<file path="config.mk">
export PLATFORM = sky130hd
export DESIGN_NAME = mac_tbl_engine
export DESIGN_NICKNAME = d
export VERILOG_FILES = /design/src/rtl/mac_tbl_pkg.sv /design/src/rtl/mac_tbl_regs.sv /design/src/rtl/mac_tbl_store.sv /design/src/rtl/mac_tbl_seq.sv /design/src/rtl/mac_tbl_engine.sv
export SDC_FILE = /design/constraint.sdc
export NUM_CORES = 2
export LEC_CHECK = 0
export ABC_AREA = 1
export ABC_CLOCK_PERIOD_IN_PS = 10800
export BUFFER_PORTS_ARGS = -buffer_cell sky130_fd_sc_hd__buf_2
export CAP_MARGIN = 20
export CORE_MARGIN = 3
export CORE_UTILIZATION = 30
export DETAILED_ROUTE_END_ITERATION = 8
export GPL_TIMING_DRIVEN = 0
export PLACE_DENSITY = 0.54
export SLEW_MARGIN = 20
export SYNTH_ARGS = -nofsm -noshare
export SYNTH_HDL_FRONTEND = slang
export SYNTH_SLANG_ARGS = --single-unit
</file>
<file path="constraint.sdc">
create_clock -name clk_i -period 10.8 [get_ports clk_i]
set_input_delay 2.16 -clock clk_i [delete_from_list [all_inputs] [get_ports clk_i]]
set_output_delay 2.16 -clock clk_i [all_outputs]
set_load 0.01 [all_outputs]
</file>
<file path="src/rtl/mac_tbl_pkg.sv">
package mac_tbl_pkg;
  localparam int DB_W   = 6;
  localparam int MAC_W  = 48;
  localparam int PV_MAX = 11;

  typedef enum logic [2:0] {
    OP_NONE     = 3'd0,
    OP_FM_ALL_G = 3'd1,
    OP_FM_NS_G  = 3'd2,
    OP_LOAD     = 3'd3,
    OP_GETNEXT  = 3'd4,
    OP_FM_ALL_D = 3'd5,
    OP_FM_NS_D  = 3'd6,
    OP_RSVD     = 3'd7
  } opcode_e;

  typedef struct packed {
    logic [3:0]        state;
    logic              trunk;
    logic [PV_MAX-1:0] pv;
    logic [DB_W-1:0]   db;
    logic [MAC_W-1:0]  mac;
  } entry_t;

  localparam logic [3:0] ST_EMPTY  = 4'h0;
  localparam logic [3:0] ST_STATIC = 4'hF;
endpackage

</file>
<file path="src/rtl/mac_tbl_regs.sv">
module mac_tbl_regs
  import mac_tbl_pkg::*;
(
  input  logic              clk_i,
  input  logic              rst_ni,
  input  logic              wr_en_i,
  input  logic [2:0]        addr_i,
  input  logic [15:0]       wdata_i,
  input  logic              busy_i,
  input  logic              upd_i,
  input  logic [15:0]       upd_data_i,
  input  logic [MAC_W-1:0]  upd_mac_i,
  output logic [15:0]       rdata_o,
  output logic              start_o,
  output opcode_e           opcode_o,
  output logic [DB_W-1:0]   db_o,
  output logic [15:0]       data_o,
  output logic [MAC_W-1:0]  mac_o
);
  logic [14:0]      op_q;
  logic [15:0]      data_q;
  logic [MAC_W-1:0] mac_q;
  logic             wr_ok;

  assign wr_ok   = wr_en_i && !busy_i;
  assign start_o = wr_ok && (addr_i == 3'd0) && wdata_i[15];

  always_ff @(posedge clk_i or negedge rst_ni) begin
    if (!rst_ni) begin
      op_q   <= '0;
      data_q <= '0;
      mac_q  <= '0;
    end else if (upd_i) begin
      data_q <= upd_data_i;
      mac_q  <= upd_mac_i;
    end else if (wr_ok) begin
      case (addr_i)
        3'd0: op_q           <= wdata_i[14:0];
        3'd1: data_q         <= wdata_i;
        3'd2: mac_q[47:32]   <= wdata_i;
        3'd3: mac_q[31:16]   <= wdata_i;
        3'd4: mac_q[15:0]    <= wdata_i;
        default: ;
      endcase
    end
  end

  always_comb begin
    case (addr_i)
      3'd0:    rdata_o = {busy_i, op_q};
      3'd1:    rdata_o = data_q;
      3'd2:    rdata_o = mac_q[47:32];
      3'd3:    rdata_o = mac_q[31:16];
      3'd4:    rdata_o = mac_q[15:0];
      default: rdata_o = '0;
    endcase
  end

  assign opcode_o = opcode_e'(op_q[14:12]);
  assign db_o     = {op_q[9:8], op_q[3:0]};
  assign data_o   = data_q;
  assign mac_o    = mac_q;
endmodule

</file>
<file path="src/rtl/mac_tbl_store.sv">
module mac_tbl_store
  import mac_tbl_pkg::*;
#(
  parameter int ENTRIES = 8,
  localparam int IW = (ENTRIES > 1) ? $clog2(ENTRIES) : 1
) (
  input  logic          clk_i,
  input  logic          rst_ni,
  input  logic [IW-1:0] rd_idx_i,
  output entry_t        rd_ent_o,
  input  logic          we_i,
  input  logic [IW-1:0] w_idx_i,
  input  entry_t        w_ent_i
);
  entry_t mem_q [ENTRIES];

  for (genvar g = 0; g < ENTRIES; g++) begin : g_slot
    always_ff @(posedge clk_i or negedge rst_ni) begin
      if (!rst_ni)
        mem_q[g] <= '0;
      else if (we_i && (w_idx_i == IW'(g)))
        mem_q[g] <= w_ent_i;
    end
  end

  assign rd_ent_o = mem_q[rd_idx_i];
endmodule

</file>
<file path="src/rtl/mac_tbl_seq.sv">
module mac_tbl_seq
  import mac_tbl_pkg::*;
#(
  parameter int ENTRIES = 8,
  parameter int NPORTS  = 7,
  localparam int IW = (ENTRIES > 1) ? $clog2(ENTRIES) : 1
) (
  input  logic              clk_i,
  input  logic              rst_ni,
  input  logic              start_i,
  input  opcode_e           opcode_i,
  input  logic [DB_W-1:0]   db_i,
  input  logic [15:0]       data_i,
  input  logic [MAC_W-1:0]  mac_i,
  output logic [IW-1:0]     idx_o,
  input  entry_t            ent_i,
  output logic              we_o,
  output logic [IW-1:0]     w_idx_o,
  output entry_t            w_ent_o,
  output logic              busy_o,
  output logic              upd_o,
  output logic [15:0]       upd_data_o,
  output logic [MAC_W-1:0]  upd_mac_o
);
  typedef enum logic [1:0] {PH_IDLE, PH_SCAN, PH_FIN} phase_e;

  localparam logic [PV_MAX-1:0] PMASK = PV_MAX'((1 << NPORTS) - 1);
  localparam logic [IW-1:0]     LAST  = IW'(ENTRIES - 1);

  phase_e          ph_q;
  logic [IW-1:0]   idx_q;
  logic            hit_v_q, free_v_q, best_v_q;
  logic [IW-1:0]   hit_idx_q, free_idx_q;
  entry_t          best_q;

  logic            valid, db_eq, mac_eq, mac_gt, mac_lt_best, start_all1;
  logic            fm_cmd, fm_alldb, fm_allent, fm_sel;
  logic [3:0]      from_p, to_p;
  logic [PV_MAX-1:0] from_bit, to_bit, new_pv;
  logic            scan_we;
  entry_t          scan_ent, load_ent;

  assign valid       = ent_i.state != ST_EMPTY;
  assign db_eq       = ent_i.db == db_i;
  assign mac_eq      = ent_i.mac == mac_i;
  assign start_all1  = &mac_i;
  assign mac_gt      = start_all1 || (ent_i.mac > mac_i);
  assign mac_lt_best = !best_v_q || (ent_i.mac < best_q.mac);

  assign fm_cmd    = (opcode_i == OP_FM_ALL_G) || (opcode_i == OP_FM_NS_G) ||
                     (opcode_i == OP_FM_ALL_D) || (opcode_i == OP_FM_NS_D);
  assign fm_alldb  = !opcode_i[2];
  assign fm_allent = opcode_i[1:0] == 2'b01;
  assign fm_sel    = valid && (fm_alldb || db_eq) && (fm_allent || ent_i.state != ST_STATIC);

  assign from_p   = data_i[7:4];
  assign to_p     = data_i[11:8];
  assign from_bit = (PV_MAX'(1) << from_p) & PMASK;
  assign to_bit   = (to_p == 4'hF) ? '0 : ((PV_MAX'(1) << to_p) & PMASK);
  assign new_pv   = (ent_i.pv & ~from_bit) | to_bit;

  // flush/move edits happen in place during the scan
  always_comb begin
    scan_we  = 1'b0;
    scan_ent = ent_i;
    if (ph_q == PH_SCAN && fm_cmd && fm_sel) begin
      if (data_i[3:0] == ST_EMPTY) begin
        scan_we        = 1'b1;
        scan_ent       = '0;
      end else if (data_i[3:0] == ST_STATIC && |(ent_i.pv & from_bit)) begin
        scan_we        = 1'b1;
        scan_ent.pv    = new_pv;
        if (new_pv == '0) scan_ent = '0;
      end
    end
  end

  always_comb begin
    load_ent       = '0;
    if (data_i[3:0] != ST_EMPTY) begin
      load_ent.state = data_i[3:0];
      load_ent.trunk = data_i[15];
      load_ent.pv    = data_i[4 +: PV_MAX] & PMASK;
      load_ent.db    = db_i;
      load_ent.mac   = mac_i;
    end
  end

  always_comb begin
    we_o    = scan_we;
    w_idx_o = idx_q;
    w_ent_o = scan_ent;
    if (ph_q == PH_FIN && opcode_i == OP_LOAD) begin
      if (hit_v_q) begin
        we_o    = 1'b1;
        w_idx_o = hit_idx_q;
        w_ent_o = load_ent;
      end else if (free_v_q && data_i[3:0] != ST_EMPTY) begin
        we_o    = 1'b1;
        w_idx_o = free_idx_q;
        w_ent_o = load_ent;
      end
    end
  end

  always_comb begin
    upd_o      = (ph_q == PH_FIN) && (opcode_i == OP_GETNEXT);
    upd_data_o = '0;
    upd_mac_o  = '1;
    if (best_v_q) begin
      upd_data_o[3:0]          = best_q.state;
      upd_data_o[4 +: PV_MAX]  = best_q.pv;
      upd_data_o[15]           = best_q.trunk;
      upd_mac_o                = best_q.mac;
    end
  end

  always_ff @(posedge clk_i or negedge rst_ni) begin
    if (!rst_ni) begin
      ph_q       <= PH_IDLE;
      idx_q      <= '0;
      hit_v_q    <= 1'b0;
      free_v_q   <= 1'b0;
      best_v_q   <= 1'b0;
      hit_idx_q  <= '0;
      free_idx_q <= '0;
      best_q     <= '0;
    end else begin
      case (ph_q)
        PH_IDLE: if (start_i) begin
          ph_q     <= PH_SCAN;
          idx_q    <= '0;
          hit_v_q  <= 1'b0;
          free_v_q <= 1'b0;
          best_v_q <= 1'b0;
        end
        PH_SCAN: begin
          if (opcode_i == OP_LOAD) begin
            if (!hit_v_q && valid && db_eq && mac_eq) begin
              hit_v_q   <= 1'b1;
              hit_idx_q <= idx_q;
            end
            if (!free_v_q && !valid) begin
              free_v_q   <= 1'b1;
              free_idx_q <= idx_q;
            end
          end
          if (opcode_i == OP_GETNEXT && valid && db_eq && mac_gt && mac_lt_best) begin
            best_v_q <= 1'b1;
            best_q   <= ent_i;
          end
          if (idx_q == LAST) ph_q <= PH_FIN;
          else               idx_q <= idx_q + 1'b1;
        end
        PH_FIN:  ph_q <= PH_IDLE;
        default: ph_q <= PH_IDLE;
      endcase
    end
  end

  assign idx_o  = idx_q;
  assign busy_o = ph_q != PH_IDLE;
endmodule

</file>
<file path="src/rtl/mac_tbl_engine.sv">
module mac_tbl_engine
  import mac_tbl_pkg::*;
#(
  parameter int ENTRIES = 8,
  parameter int NPORTS  = 7
) (
  input  logic        clk_i,
  input  logic        rst_ni,
  input  logic        wr_en_i,
  input  logic [2:0]  addr_i,
  input  logic [15:0] wdata_i,
  output logic [15:0] rdata_o,
  output logic        busy_o
);
  localparam int IW = (ENTRIES > 1) ? $clog2(ENTRIES) : 1;

  logic             start, upd, st_we;
  opcode_e          opcode;
  logic [DB_W-1:0]  db;
  logic [15:0]      reg_data, upd_data;
  logic [MAC_W-1:0] reg_mac, upd_mac;
  logic [IW-1:0]    rd_idx, w_idx;
  entry_t           rd_ent, w_ent;

  mac_tbl_regs u_regs (
    .clk_i, .rst_ni, .wr_en_i, .addr_i, .wdata_i,
    .busy_i     (busy_o),
    .upd_i      (upd),
    .upd_data_i (upd_data),
    .upd_mac_i  (upd_mac),
    .rdata_o,
    .start_o    (start),
    .opcode_o   (opcode),
    .db_o       (db),
    .data_o     (reg_data),
    .mac_o      (reg_mac)
  );

  mac_tbl_store #(.ENTRIES(ENTRIES)) u_store (
    .clk_i, .rst_ni,
    .rd_idx_i (rd_idx),
    .rd_ent_o (rd_ent),
    .we_i     (st_we),
    .w_idx_i  (w_idx),
    .w_ent_i  (w_ent)
  );

  mac_tbl_seq #(.ENTRIES(ENTRIES), .NPORTS(NPORTS)) u_seq (
    .clk_i, .rst_ni,
    .start_i    (start),
    .opcode_i   (opcode),
    .db_i       (db),
    .data_i     (reg_data),
    .mac_i      (reg_mac),
    .idx_o      (rd_idx),
    .ent_i      (rd_ent),
    .we_o       (st_we),
    .w_idx_o    (w_idx),
    .w_ent_o    (w_ent),
    .busy_o     (busy_o),
    .upd_o      (upd),
    .upd_data_o (upd_data),
    .upd_mac_o  (upd_mac)
  );
endmodule

</file>
==> impl_metrics.tcl <==
set metrics [dict create \
    start_util_pct 30.4 \
    crit_arrival_ns 8.54 \
    crit_chain "inv_1 > clkbuf_1 > buf_1 > clkbuf_1 > clkbuf_1 > a31oi_1 > ha_1 > nand4_1 > nor2_1 > nand3_1 > nor4b_1 > nand2_1 > nand3_1 > nand2_1 > a21oi_1 > buf_2 > clkbuf_1 > nand3_1 > nand2_1" \
    period_share_pct 73.3 \
    syn_to_final_growth_pct 14.2 \
    ant_nets 0 \
    rsz0062_at_grt "false" \
    tns_ns 0 \
    grt_usage_pct 23.0 \
    post_cts.repair.setup_buffers 0 \
    setup_viol 0 \
    synth_area_leaders "dfrtp_1 (47%), nand2_1 (21%), nor2_1 (5.3%), o21ai_0 (4.9%), ha_1 (3.2%)" \
    maxCapViolCount 0 \
    first_global_vias 33900 \
    numClockSinks 717 \
    hpwl_um 112000 \
    async_reset_ff_share_pct 100 \
    status "completed" \
    root_buffer "clkbuf_16" \
    fp.dieW_um 361 \
    instances_no_fill 6876 \
    start_kind "register" \
    syn-num-nets 5156 \
    power.leakage_nw 22.3 \
    ys_seq_area_share_pct 47.4 \
    worstHoldPathCells 2 \
    relSlewSlack_pct 26.8 \
    port_buffers 38 \
    fmax_mhz 126 \
    crit_slowest_cell "nor4b_1" \
    vias_per_cell 5.17 \
    synth_edf_count 0 \
    routed-via-count 35500 \
    drtPass1Iterations 9 \
    place_congestion 0.966 \
    fin_skew_ns 0.0684 \
    insertion_delay_ns 0.69 \
    gr-total-overflow 0 \
    yosys.area.top_type "dfrtp_1" \
    clk_pin_slew_ns 0.06 \
    synth-seq-cells 717 \
    wire_per_inst_um 22.2 \
    worst_pin_slew_ns 1.08 \
    multi_input_area_um2 17400 \
    layout.nets 5289 \
    cp_max_fo 10 \
    hold_viol_final 0 \
    synth.most_common_cell "nand2_1" \
    cpPeakStageDelay_ns 0.90 \
    cts-htree-levels 3 \
    antenna_found_initial 0 \
    syn_inst 5037 \
    endpoint_kind "register" \
    rows 129 \
    critPathMostFrequentCell "clkbuf_1" \
    p_per_area_nw_per_um2 297 \
    core_area_um2 124000 \
    post-route-min-period_ns 7.92 \
    post_cts_resized 0 \
    hold_class "register to register" \
    first_iter_violations 4164 \
    maxSlewViolCount 0 \
    fin_ws_ns 2.88 \
    io_pins 39 \
    synth_top_cell_area_share_pct 47.4 \
    ir_worst_vdd_v 0.000146 \
    clockBufferDepth 3 \
    hold_buffers 0 \
    critical_path_class "register to register" \
    nFillCells 13100 \
    grt_first_pass_wirelength_um 226000 \
    synth_common_cells "nand2_1 (2147), dfrtp_1 (717), nor2_1 (537)" \
    grt_max_degree 95 \
    reg2reg_slack_ns 2.88 \
    cts_made_buffers 84 \
    regArea_um2 17900 \
    drive_above_1_share_pct 9.72 \
    wl_um 153000 \
    yosys_most_used_dff "dfrtp_1" \
    syn_area_per_cell_um2 7.51 \
    die_area_um2 130000 \
    yosysWarnings 0 \
    drc_errors 0 \
    cp_data_required_time_ns 11.42 \
    die_h_um 361 \
    place_inst 6721 \
    cts_tree "built" \
    synth.distinct_cells 42 \
    reg2reg_depth 19 \
    dp_slack_ns 3.07 \
    synth_area_um2 37800 \
]
[cell usage in the layout, fill, tap and decap left out, types with 6 or more instances in the layout]
master,netlist,layout
nor3_1,9,9
inv_1,235,235
buf_4,24,25
bufinv_16,0,7
buf_6,21,21
clkinv_2,0,21
buf_16,0,8
o21ai_1,18,18
o22ai_1,70,70
a21oi_1,47,47
nor2_2,6,6
a221oi_1,15,15
buf_2,116,153
nand3_2,62,62
o211ai_1,58,58
clkbuf_8,0,16
buf_1,22,22
a31oi_1,56,55
ha_1,97,97
dfrtp_1,717,717
nand2_1,2147,2147
nand2_2,35,35
nand4_1,31,31
nand3_1,151,151
o221ai_1,6,6
nand2_4,30,30
o21ai_0,370,370
inv_2,12,12
clkbuf_1,105,118
nor2_1,537,537
clkbuf_16,0,84
[worst max-delay path: cells and delay by family, from the launching register on]
| family | cells | cell delay (ns) |
|---|---|---|
| compound gates | 2 | 0.70 |
| flops | 1 | 0.53 |
| fa+ha+maj | 1 | 0.46 |
| buf+inv | 7 | 3.89 |
| simple gates | 9 | 2.22 |
[registers in the layout, summed over array words and instances, names as in the netlist]
| signal | cells |
|---|---|
| u_seq.hit_v_q | 1 |
| u_store.mem_q | 560 |
| u_seq.free_v_q | 1 |
| u_regs.data_o | 16 |
| u_seq.best_q | 64 |
| u_seq.free_idx_q | 3 |
| u_seq.idx_o | 3 |
| u_seq.best_v_q | 1 |
| u_regs.mac_o | 48 |
| u_seq.hit_idx_q | 3 |
| u_regs.op_q | 15 |
| u_seq.ph_q | 2 |
[report_power, final]
part	internal [W]	total (W)	switching (W)
clock	0.00173	0.00301	0.00128
sequential	0.00323	0.00372	0.000494
combinational	0.00170	0.00611	0.00440
total	0.00665	0.0128	0.00618
[path summary, 6_finish.rpt]
path | from | endpoint
max | u_seq.idx_o[2] | u_seq.best_q[39]
min | u_store.mem_q[63] | u_store.mem_q[63]
max reg2reg | u_seq.idx_o[2] | u_seq.best_q[39]
min reg2reg | u_store.mem_q[63] | u_store.mem_q[63]
max in group asynchronous | rst_ni | u_store.mem_q[454]
min in group asynchronous | rst_ni | u_store.mem_q[416]
[logic make-up after synthesis]
kind of cell,synth area share [%]
fa+ha+maj,3.21
flops,47.4
compound gates,9.91
simple gates,32.9
buf+inv,6.51
[metal layers]
metal / vias up / global-route usage, % / routed length [um]
li1: 16300 / - / -
met1: 17400 / 32.4 / 67200
met2: 1524 / 35.4 / 66700
met3: 299 / 3.13 / 11600
met4: 0 / 10.1 / 7090
met5: - / 0 / 0
[stage by stage]
stage,hold slack [ns],util (%),power (W),instance area [um^2]
3_3_place_gp,0.451,32.2,0.00966,40100
2_1_floorplan,0.437,-,0.00727,37800
3_5_place_dp,0.455,32.4,0.00971,40300
6_report,0.470,34.7,0.0128,43200
4_1_cts,0.470,34.7,0.0127,43200
5_1_grt,0.488,34.7,0.0136,43200
[final cells by class]
cell class              count  share of cell area (%)
multi-input cells        3781                    40.4
well taps                1637                    4.74
repair buffers             47                   0.991
inverters                 247                    2.15
clock buffers             113                    5.49
diodes                      3                  0.0174
plain buffers             292                    3.55
clock inverters            39                    1.14
flip-flops and latches    717                    41.6
(Power assumes the default switching activity.)
